<file path="src/rtl/wd_pkg.sv">
package wd_pkg;

  typedef enum logic [1:0] {
    SEL_SHORT = 2'b00,
    SEL_MID   = 2'b01,
    SEL_LONG  = 2'b10,
    SEL_ALT   = 2'b11
  } period_sel_e;

  function automatic int max3(input int a, input int b, input int c);
    int m;
    m = a;
    if (b > m) m = b;
    if (c > m) m = c;
    return m;
  endfunction

endpackage

</file>
<file path="src/rtl/wd_strobe_sync.sv">
module wd_strobe_sync #(
  parameter int  STAGES = 2,
  parameter bit  IDLE   = 1'b1
) (
  input  logic clk,
  input  logic rst_n,
  input  logic strobe_in,
  output logic fall_o
);
  localparam int DEPTH = STAGES + 1;

  logic [DEPTH-1:0] pipe_q;

  generate
    for (genvar i = 0; i < DEPTH; i++) begin : g_stage
      if (i == 0) begin : g_first
        always_ff @(posedge clk or negedge rst_n) begin
          if (!rst_n) pipe_q[0] <= IDLE;
          else        pipe_q[0] <= strobe_in;
        end
      end else begin : g_next
        always_ff @(posedge clk or negedge rst_n) begin
          if (!rst_n) pipe_q[i] <= IDLE;
          else        pipe_q[i] <= pipe_q[i-1];
        end
      end
    end
  endgenerate

  // newest synchronised sample low, previous one high
  assign fall_o = pipe_q[DEPTH-1] & ~pipe_q[DEPTH-2];

endmodule

</file>
<file path="src/rtl/wd_period_sel.sv">
module wd_period_sel
  import wd_pkg::*;
#(
  parameter int CNT_W   = 11,
  parameter int P_SHORT = 150,
  parameter int P_MID   = 610,
  parameter int P_LONG  = 1200
) (
  input  logic [1:0]       sel_i,
  output logic [CNT_W-1:0] limit_o
);
  always_comb begin
    unique case (period_sel_e'(sel_i))
      SEL_SHORT: limit_o = CNT_W'(P_SHORT);
      SEL_MID:   limit_o = CNT_W'(P_MID);
      SEL_LONG:  limit_o = CNT_W'(P_LONG);
      default:   limit_o = CNT_W'(P_LONG);
    endcase
  end

endmodule

</file>
<file path="src/rtl/wd_counter.sv">
module wd_counter #(
  parameter int CNT_W = 11
) (
  input  logic             clk,
  input  logic             rst_n,
  input  logic             tick_i,
  input  logic             kick_i,
  input  logic             hold_i,
  input  logic [CNT_W-1:0] limit_i,
  output logic             expire_o,
  output logic [CNT_W-1:0] cnt_o
);
  logic [CNT_W:0] next_w;

  assign next_w = {1'b0, cnt_o} + {{CNT_W{1'b0}}, 1'b1};

  always_ff @(posedge clk or negedge rst_n) begin
    if (!rst_n) begin
      cnt_o    <= '0;
      expire_o <= 1'b0;
    end else begin
      expire_o <= 1'b0;
      if (hold_i || kick_i) begin
        cnt_o <= '0;
      end else if (tick_i) begin
        if (next_w >= {1'b0, limit_i}) begin
          cnt_o    <= '0;
          expire_o <= 1'b1;
        end else begin
          cnt_o <= next_w[CNT_W-1:0];
        end
      end
    end
  end

endmodule

</file>
<file path="src/rtl/strobe_watchdog.sv">
module strobe_watchdog #(
  parameter int P_SHORT_MS  = 150,
  parameter int P_MID_MS    = 610,
  parameter int P_LONG_MS   = 1200,
  parameter int SYNC_STAGES = 2
) (
  input  logic       clk,
  input  logic       rst_n,
  input  logic       ms_tick,
  input  logic       strobe_in,
  input  logic [1:0] period_sel,
  input  logic       sys_rst_active,
  output logic       timeout_req
);
  localparam int MAX_P = wd_pkg::max3(P_SHORT_MS, P_MID_MS, P_LONG_MS);
  localparam int CNT_W = $clog2(MAX_P + 1);

  logic             strobe_fall;
  logic             kick;
  logic [CNT_W-1:0] limit;
  logic [CNT_W-1:0] cnt_q;

  wd_strobe_sync #(
    .STAGES (SYNC_STAGES),
    .IDLE   (1'b1)
  ) u_sync (
    .clk       (clk),
    .rst_n     (rst_n),
    .strobe_in (strobe_in),
    .fall_o    (strobe_fall)
  );

  assign kick = strobe_fall & ~sys_rst_active;

  wd_period_sel #(
    .CNT_W   (CNT_W),
    .P_SHORT (P_SHORT_MS),
    .P_MID   (P_MID_MS),
    .P_LONG  (P_LONG_MS)
  ) u_sel (
    .sel_i   (period_sel),
    .limit_o (limit)
  );

  wd_counter #(
    .CNT_W (CNT_W)
  ) u_cnt (
    .clk      (clk),
    .rst_n    (rst_n),
    .tick_i   (ms_tick),
    .kick_i   (kick),
    .hold_i   (sys_rst_active),
    .limit_i  (limit),
    .expire_o (timeout_req),
    .cnt_o    (cnt_q)
  );

endmodule

</file>
<file path="config.mk">
export PLATFORM = sky130hd
export DESIGN_NAME = strobe_watchdog
export DESIGN_NICKNAME = d
export VERILOG_FILES = /design/src/rtl/wd_pkg.sv /design/src/rtl/wd_strobe_sync.sv /design/src/rtl/wd_period_sel.sv /design/src/rtl/wd_counter.sv /design/src/rtl/strobe_watchdog.sv
export SDC_FILE = /design/constraint.sdc
export NUM_CORES = 1
export LEC_CHECK = 0
export BUFFER_PORTS_ARGS = -buffer_cell sky130_fd_sc_hd__buf_2
export CAP_MARGIN = 30
export CORE_MARGIN = 1
export CORE_UTILIZATION = 62
export DETAILED_ROUTE_END_ITERATION = 12
export PLACE_DENSITY = 0.8
export RECOVER_POWER = 25
export SYNTH_ARGS = -nofsm -noshare
export SYNTH_HDL_FRONTEND = slang
export SYNTH_SLANG_ARGS = --single-unit
</file>
<file path="constraint.sdc">
create_clock -name clk -period 7 [get_ports clk]
set_input_delay 2.1 -clock clk [delete_from_list [all_inputs] [get_ports clk]]
set_output_delay 2.1 -clock clk [all_outputs]
set_load 0.05 [all_outputs]
</file>
==> results.txt, run 1 <==
Chip Height -> 42.3 um
Post_cts resized -> 0
Worst Hold Class -> register to register
Core area -> 1510 um2
Number of global-route vias before repair -> 803
Skew-Pair Late Insertion Delay -> 0.28 ns
CP Launch Point -> period_sel[1]
RSZ-0062 raised after global routing -> no
Pins Over Slew Limit -> 0
Area delta synth->final -> 6.46%
Worst setup SP type -> primary input
Hold Path Origin -> u_sync.pipe_q[0]
First-pass GRT wire length -> 3.42 mm
Mux contribution to synthesized area -> 0%
Clk_skew -> 0.000670 ns
Vias per std cell -> 6.01
Num CTS Buffers -> 3
VDD IR max -> 107 uV
Main combinational cell family by area after synthesis -> simple AND/OR/NAND/NOR gates
CTS sink count -> 15
Synth top area cells -> dfrtp_1, ha_1, dfstp_2
Total Neg Setup Slack -> 0 ns
Ports -> 8
Die Area -> 1790 um2
CP arrival -> 4.15 ns
Maximum clock rate -> 255 MHz
Data required, critical path -> 7.23 ns
Leakage power -> 0.572 nW
Worst-margin pin slew -> 0.816 ns
Synth Instances -> 107
Worst setup EP type -> register
Worst-path fanout max -> 13
Slew Limit Headroom -> 45.6%
DR vias -> 793
Avg Synthesized Cell Area -> 9.41 um2
Num rows -> 14
Compound-cell area share of the yosys netlist -> 16.3%
# setup viols final -> 0
Status -> finished, final reports clean
Starting DRC count in detailed routing -> 23
Post-synthesis sequential area ratio -> 37.6%
Buffers on Ports -> 7
Layout cells sized above 1 -> 15.5%
Crit share post-route -> 56.0%
Cts hold-fix bufs -> 0
Worst-path clk slew -> 0.09 ns
Final WL -> 1.97 mm
Simple-gate share of the synthesized area -> 23.1%
Final Critical Period -> 3.92 ns
Largest net degree at the start of global routing -> 16
Clk buf depth -> 2
Drt drc -> 0
Synth cell count leaders -> nand2_1, dfrtp_1, ha_1, inv_1, nand2b_1
Initial antenna violation count -> 0
Detail Route Antenna Nets -> 0
Max cap viols -> 0
Adder-Cell Fraction of Synth Area -> 11.2%
Cell variety after synth -> 35
Synth warn -> 0
Crit Path Class -> primary input to register
H-tree depth -> 1
Number of fillers in the final layout -> 122
Placed wire-length estimate -> 1.52 mm
Reg-to-Reg Start -> u_cnt.cnt_o[0]
Gp weighted congestion -> 0.934
Post-Synth XOR/XNOR Area -> 6.96%
Die W -> 42.3 um
Finished Layout Cells -> 132
Final hold vios -> 0
Cell Area, Synth -> 1010 um2
Ant diodes -> 0
Final #Nets -> 133
Tot GR Track Use -> 25.8%
Pwr Density -> 145 nW/um2
Post-synth top area share -> 29.8%
Total grt overflow -> 0
Root buf cell -> clkbuf_4
Yosys top cell by area -> dfrtp_1
Async S/R FF share, synth -> 100%
DR WL/cell -> 14.9 um
Setup Fix Bufs, Post-CTS -> 0
Initial Util -> 66.9%
Flops & latches, synth -> 15
Post-synth EDFFs -> 0
Count leader, synth -> nand2_1
Primary FF master, synth -> dfrtp_1
Inst Count DP -> 128
CTS tree -> built
Syn Nets -> 123
TritonRoute pass-1 iters -> 4
Hold WS -> 0.374 ns
[worst paths after layout]
path,endpoint,slack [ns],cells after the start
worst max-delay path,u_cnt.cnt_o[2],3.08,11
worst min-delay path,u_sync.pipe_q[1],0.37,0
worst max register to register,u_cnt.cnt_o[2],3.81,10
worst min register to register,u_sync.pipe_q[1],0.37,0
max in group asynchronous,u_cnt.cnt_o[4],4.62,1
min in group asynchronous,u_cnt.expire_o,1.88,1
[layer usage]
metal  part of all wire (%)  track usage (%)  up-vias
met4                   0.96             10.6        0
met3                    4.0             2.59        2
li1                       -                -      392
met2                     48             43.1       18
met1                     47             34.1      381
met5                      0                0        -
[through the flow]
step / util (%) / area [um2] / total power, mW / worst slack [ns]
after global placement: 69.5 / 1050 / 0.107 / 2.88
after CTS: 71.3 / 1070 / 0.156 / 3.08
after floorplan: - / 1010 / 0.102 / 3.06
after detailed placement: 69.5 / 1050 / 0.108 / 2.79
final: 71.2 / 1070 / 0.156 / 3.08
after global routing: 71.2 / 1070 / 0.162 / 2.89
[registers in the layout, summed over array words and instances, names as in the netlist]
| signal | count |
|---|---|
| u_cnt.expire_o | 1 |
| u_sync.pipe_q | 3 |
| u_cnt.cnt_o | 11 |
[report_power, final]
part | internal (mW) | total [mW] | switching, mW
clock network | 0.0221 | 0.0500 | 0.0279
logic | 0.00612 | 0.0155 | 0.00937
registers | 0.0887 | 0.0902 | 0.00142
[critical path, stage by stage]
cell	delay, ns
buf_2	0.08
inv_1	0.06
nand2_1	0.11
inv_1	0.07
ha_1	0.32
a21o_1	0.16
a21oi_1	0.13
o221ai_1	0.15
or4_4	0.64
nor3b_1	0.23
a21o_1	0.10
[layout make-up]
class	instances	area [um2]	area share (%)
multi-input combinational	81	579	54.0
sequential	15	379	35.4
timing repair buffer	7	33.8	3.15
inverter	9	33.8	3.15
clock buffer	4	26.3	2.45
tap	16	20.0	1.87
[cells by family (layout without fill, tap and decap cells)]
group           after synthesis  after routing
simple gates                 43             43
compound gates               21             21
flops                        15             15
buf+inv                      11             20
fa+ha+maj                     9              9
xor+xnor                      8              8
[cells in the final DEF, fill, tap and decap left out, types with 2 or more instances in the layout]
cell type and count:
nand2_1 19, dfrtp_1 12, inv_1 9, ha_1 9
nand2b_1 6, buf_2 6, xor2_1 5, a21o_1 4
a21oi_1 4, xnor2_1 3, nor2_1 3, clkbuf_4 3
nand3_2 2, nor3_1 2, nand3_1 2, or4_4 2
o21bai_1 2, o21ai_1 2, clkbuf_1 2, dfstp_2 2
No activity file was read; power rests on OpenSTA's default activity.
==> inputs of run 2 (changes only) <==
Settings changed: ABC_AREA set to 1, CORE_UTILIZATION 62 to 59, PLACE_DENSITY 0.8 to 0.76.
Clock period 7 ns to 3.8 ns, I/O delays scaled along.
==> results.txt, run 2 <==
Synth warn -> 0
Worst-path fanout max -> 12
Placed cell area -> 1220 um2
Setup WS pre-CTS -> 0.996 ns
Maximum clock rate -> 396 MHz
Cell variety after synth -> 25
Commonest non-fill, non-tap cell in the layout -> nand2_1
Core area -> 1800 um2
Starting DRC count in detailed routing -> 15
CTS tree -> built
Number of global-route vias before repair -> 905
Comb power frac -> 10.0%
Sequential group share of total power -> 58.3%
Post-synth top area share -> 25.2%
Data required, critical path -> 4.03 ns
Num CTS Buffers -> 3
Worst setup EP type -> register
Die W -> 47.0 um
Final #Nets -> 181
Leakage power -> 0.659 nW
Layout cells sized above 1 -> 23.2%
Avg Synthesized Cell Area -> 7.59 um2
R2r setup slk -> 1.27 ns
Ports -> 8
Clk buf depth -> 2
CTS sink count -> 15
Post-synthesis sequential area ratio -> 31.8%
Most frequent cells in the layout -> nand2_1, inv_1, nor2_1
CP arrival -> 2.76 ns
Final WL -> 2.30 mm
DR WL/cell -> 12.2 um
Post-synth EDFFs -> 0
TritonRoute pass-1 iters -> 4
Buffers on Ports -> 7
Clk_skew -> 0.00990 ns
RSZ-0062 raised after global routing -> no
Synth top area cells -> dfrtp_1, nand2_1, ha_1
Final Critical Period -> 2.53 ns
Die Area -> 2200 um2
Final hold vios -> 0
Setup Fix Bufs, Post-CTS -> 0
VDD IR max -> 204 uV
Async S/R FF share, synth -> 100%
Synth Instances -> 157
Primary FF master, synth -> dfrtp_1
Gp weighted congestion -> 0.880
Status -> finished, final reports clean
Final WS setup -> 1.27 ns
DR vias -> 1001
Chip Height -> 47.0 um
Num rows -> 15
Switching Power -> 72.3 uW
Vias per std cell -> 5.30
Post_cts resized -> 0
Max reg flops -> 11
Root buf cell -> clkbuf_4
Max cap viols -> 0
Detail Route Antenna Nets -> 0
Area delta synth->final -> 4.93%
Hold path depth -> 0
Crit share post-route -> 66.5%
Yosys top cell by area -> dfrtp_1
Count leader, synth -> nand2_1
Worst-margin pin slew -> 0.768 ns
Top reg by flops -> u_cnt.cnt_o
Placed wire-length estimate -> 1.78 mm
Drt drc -> 0
Worst-path clk slew -> 0.09 ns
Cell Area, Synth -> 1190 um2
Total grt overflow -> 0
Worst Hold Class -> register to register
Pwr Density -> 227 nW/um2
Footprint of the multi-input gates -> 697 um2
Total Neg Setup Slack -> 0 ns
Crit Path Class -> register to register
Inst Count DP -> 185
Internal power -> 212 uW
Top flop regs -> u_cnt.cnt_o: 11 flops, u_sync.pipe_q: 3 flops, u_cnt.expire_o: 1 flops
Clk pwr share -> 31.7%
Storage cell area -> 379 um2
Largest net degree at the start of global routing -> 16
Design area -> 1250 um2
# setup viols final -> 0
Synth cell count leaders -> nand2_1, inv_1, nor2_1
H-tree depth -> 1
Worst setup SP type -> register
Switch share -> 25.4%
Ant diodes -> 0
R2R cell count -> 12
Pins Over Slew Limit -> 0
Flops & latches, synth -> 15
Cts hold-fix bufs -> 0
Syn Nets -> 173
First-pass GRT wire length -> 3.73 mm
Skew-Pair Late Insertion Delay -> 0.29 ns
Tot GR Track Use -> 24.2%
Slew Limit Headroom -> 48.8%
Final Core Density -> 69.4%
Number of fillers in the final layout -> 165
Initial antenna violation count -> 0
Initial Util -> 66.2%
Finished Layout Cells -> 189
## run 2: critical path, stage by stage (launching register included)
cell and delay, ns:
dfrtp_1 0.45, ha_1 0.25, nand2_2 0.13, nor2_4 0.06
or2_2 0.26, nand2_1 0.09, inv_1 0.05, ha_1 0.29
nand4_1 0.10, a21oi_1 0.07, a21oi_4 0.47, nand3_1 0.16
nand2_1 0.10
## run 2: cell type report
class                   instances  share of cell area [%]
well taps                      25                    2.50
clock inverters                 1                   0.400
clock buffers                   3                    1.80
inverters                      22                    6.60
multi-input cells             116                    55.7
repair buffers                  7                    2.70
flip-flops and latches         15                    30.3
## run 2: through the flow
step / hold WS, ns / power (mW)
after CTS: 0.365 / 0.288
final: 0.368 / 0.284
after global placement: 0.347 / 0.196
after detailed placement: 0.351 / 0.198
after floorplan: 0.345 / 0.187
after global routing: 0.373 / 0.299
## run 2: power by group through the flow
stage / clock, mW / sequential [mW] / combinational (mW)
floorplan: 0 / 0.169 / 0.0184
global placement: 0 / 0.169 / 0.0270
detailed placement: 0 / 0.169 / 0.0286
CTS: 0.0932 / 0.166 / 0.0287
global route: 0.0993 / 0.167 / 0.0325
finish: 0.0902 / 0.166 / 0.0283
## run 2: path summary, 6_finish.rpt
| path | startpoint | end |
|---|---|---|
| max | u_cnt.cnt_o[0] | u_cnt.cnt_o[0] |
| min | u_sync.pipe_q[0] | u_sync.pipe_q[1] |
| max reg2reg | u_cnt.cnt_o[0] | u_cnt.cnt_o[0] |
| min reg2reg | u_sync.pipe_q[0] | u_sync.pipe_q[1] |
| max in group asynchronous | rst_n | u_cnt.cnt_o[8] |
| min in group asynchronous | rst_n | u_cnt.cnt_o[0] |
## run 2: layer usage
| layer | track usage, % | routed length, um |
|---|---|---|
| met2 | 41.1 | 1120 |
| met4 | 9.71 | 31 |
| met5 | 0 | 0 |
| met3 | 3.46 | 43 |
| met1 | 31.1 | 1110 |
## run 2: cell families after synthesis
logic type      Yosys count  share of synthesized area, %
buf+inv                  26                          9.76
fa+ha+maj                 9                          9.44
compound gates           11                          6.72
flops                    15                          31.8
simple gates             93                          40.1
xor+xnor                  3                          2.20
==> inputs of run 3 (changes only) <==
Settings changed: CORE_ASPECT_RATIO set to 0.6, CORE_UTILIZATION 59 to 53, PLACE_DENSITY 0.76 to 0.72.
Clock period 3.8 ns to 2.21 ns, I/O delays scaled along.
==> results.txt, run 3 (synthesized netlist as in run 2, its figures left out) <==
H-tree depth -> 1
Final WL -> 2.82 mm
Worst-path clk slew -> 0.07 ns
Detail Route Antenna Nets -> 0
Maximum clock rate -> 438 MHz
VDD IR max -> 428 uV
Worst setup EP type -> register
Total grt overflow -> 0
Total power -> 577 uW
Initial antenna violation count -> 0
Num rows -> 12
Worst Hold Class -> register to register
RSZ-0062 raised after global routing -> yes
Crit Path Class -> register to register
# setup viols final -> 12
Max cap viols -> 0
Buffers on Ports -> 7
Top reg by flops -> u_cnt.cnt_o
Leakage power -> 0.803 nW
Clk_skew -> 0.0106 ns
Worst-path fanout max -> 12
Layout cells sized above 1 -> 37.6%
Final Critical Period -> 2.28 ns
DR WL/cell -> 13.2 um
Placed cell area -> 1330 um2
CP arrival -> 2.42 ns
Pwr Density -> 381 nW/um2
Top flop regs -> u_cnt.cnt_o: 11 flops, u_sync.pipe_q: 3 flops, u_cnt.expire_o: 1 flops
Clk buf depth -> 2
TritonRoute pass-1 iters -> 4
Num CTS Buffers -> 3
Slew Limit Headroom -> 45.4%
Number of global-route vias before repair -> 1046
First-pass GRT wire length -> 4.71 mm
Worst-margin pin slew -> 0.818 ns
Die W -> 63.2 um
Design area -> 1510 um2
Chip Height -> 38.7 um
CTS tree -> built
Area delta synth->final -> 26.8%
Crit path largest cell delay -> 0.42 ns
Final hold vios -> 0
Setup WS pre-CTS -> -0.257 ns
Final #Nets -> 203
Status -> finished with violations
Tot GR Track Use -> 26.4%
Crit path cell chain -> buf_6 > buf_4 > nand2_4 > nor2_4 > or2_2 > nand2_2 > inv_1 > ha_1 > nand4_1 > a21oi_2 > a21oi_4 > buf_12 > nand3_1 > nand2_1
Ant diodes -> 0
Failing checks -> setup timing
Pins Over Slew Limit -> 0
Placed wire-length estimate -> 1.97 mm
Final WS setup -> -0.0710 ns
Ports -> 8
Most frequent cells in the layout -> nand2_1, inv_1, buf_4
Crit path buffers/inverters -> 4
Skew-Pair Late Insertion Delay -> 0.26 ns
Largest net degree at the start of global routing -> 16
Worst setup SP type -> register
Crit share post-route -> 103%
Crit-path slowest cell -> dfrtp_1
CP delay by family, top -> simple AND/OR/NAND/NOR gates
R2r setup slk -> -0.07 ns
CTS sink count -> 15
DR vias -> 1061
Final Core Density -> 76.3%
Data required, critical path -> 2.35 ns
Cts hold-fix bufs -> 0
Vias per std cell -> 4.96
Gp weighted congestion -> 0.885
Drt drc -> 0
Commonest non-fill, non-tap cell in the layout -> nand2_1
Starting DRC count in detailed routing -> 98
Die Area -> 2450 um2
Root buf cell -> clkbuf_8
Initial Util -> 60.2%
Core area -> 1980 um2
Max reg flops -> 11
==> run 3: what timing repair did <==
item	4_1_cts	5_1_grt
pin swaps	4	6
endpoints found under the setup margin	12	12
buffers inserted	6	4
gates resized for setup	10	4
==> run 3: layout make-up <==
type / instances / area (um2)
Clock buffer: 3 / 41.3
Sequential cell: 15 / 379
Timing Repair Buffer: 29 / 215
Fill cell: 147 / 470
Inverter: 22 / 87.6
Multi-Input combinational cell: 116 / 748
Clock inverter: 1 / 5.00
Tap cell: 28 / 35.0
==> run 3: routing by layer <==
metal / up-vias / GRT usage (%) / wire length [um]
met3: 0 / 6.18 / 116
li1: 548 / - / -
met4: 0 / 6.25 / 0
met5: - / 0 / 0
met2: 17 / 46.5 / 1370
met1: 496 / 33.5 / 1330
==> run 3: worst paths after layout <==
kind,end,cells after the start,start
worst max register to register,u_cnt.cnt_o[9],14,u_cnt.cnt_o[2]
worst min-delay path,u_sync.pipe_q[1],0,u_sync.pipe_q[0]
worst min register to register,u_sync.pipe_q[1],0,u_sync.pipe_q[0]
min in group asynchronous,u_cnt.cnt_o[6],1,rst_n
worst max-delay path,u_cnt.cnt_o[9],14,u_cnt.cnt_o[2]
max in group asynchronous,u_cnt.cnt_o[10],1,rst_n
==> run 3: metrics by stage <==
stage	hold WS, ns	setup TNS [ns]	instances
final	0.358	-0.652	214
after global routing	0.360	-1.81	214
after CTS	0.308	0	212
after detailed placement	0.349	-2.75	202
after global placement	0.346	-2.07	202
after floorplan	0.345	0	157
==> run 3: report_power, final <==
group / switching [mW] / internal [mW]
Sequential: 0.00362 / 0.282
Clock: 0.104 / 0.125
Combinational: 0.0375 / 0.0245
Total: 0.145 / 0.431
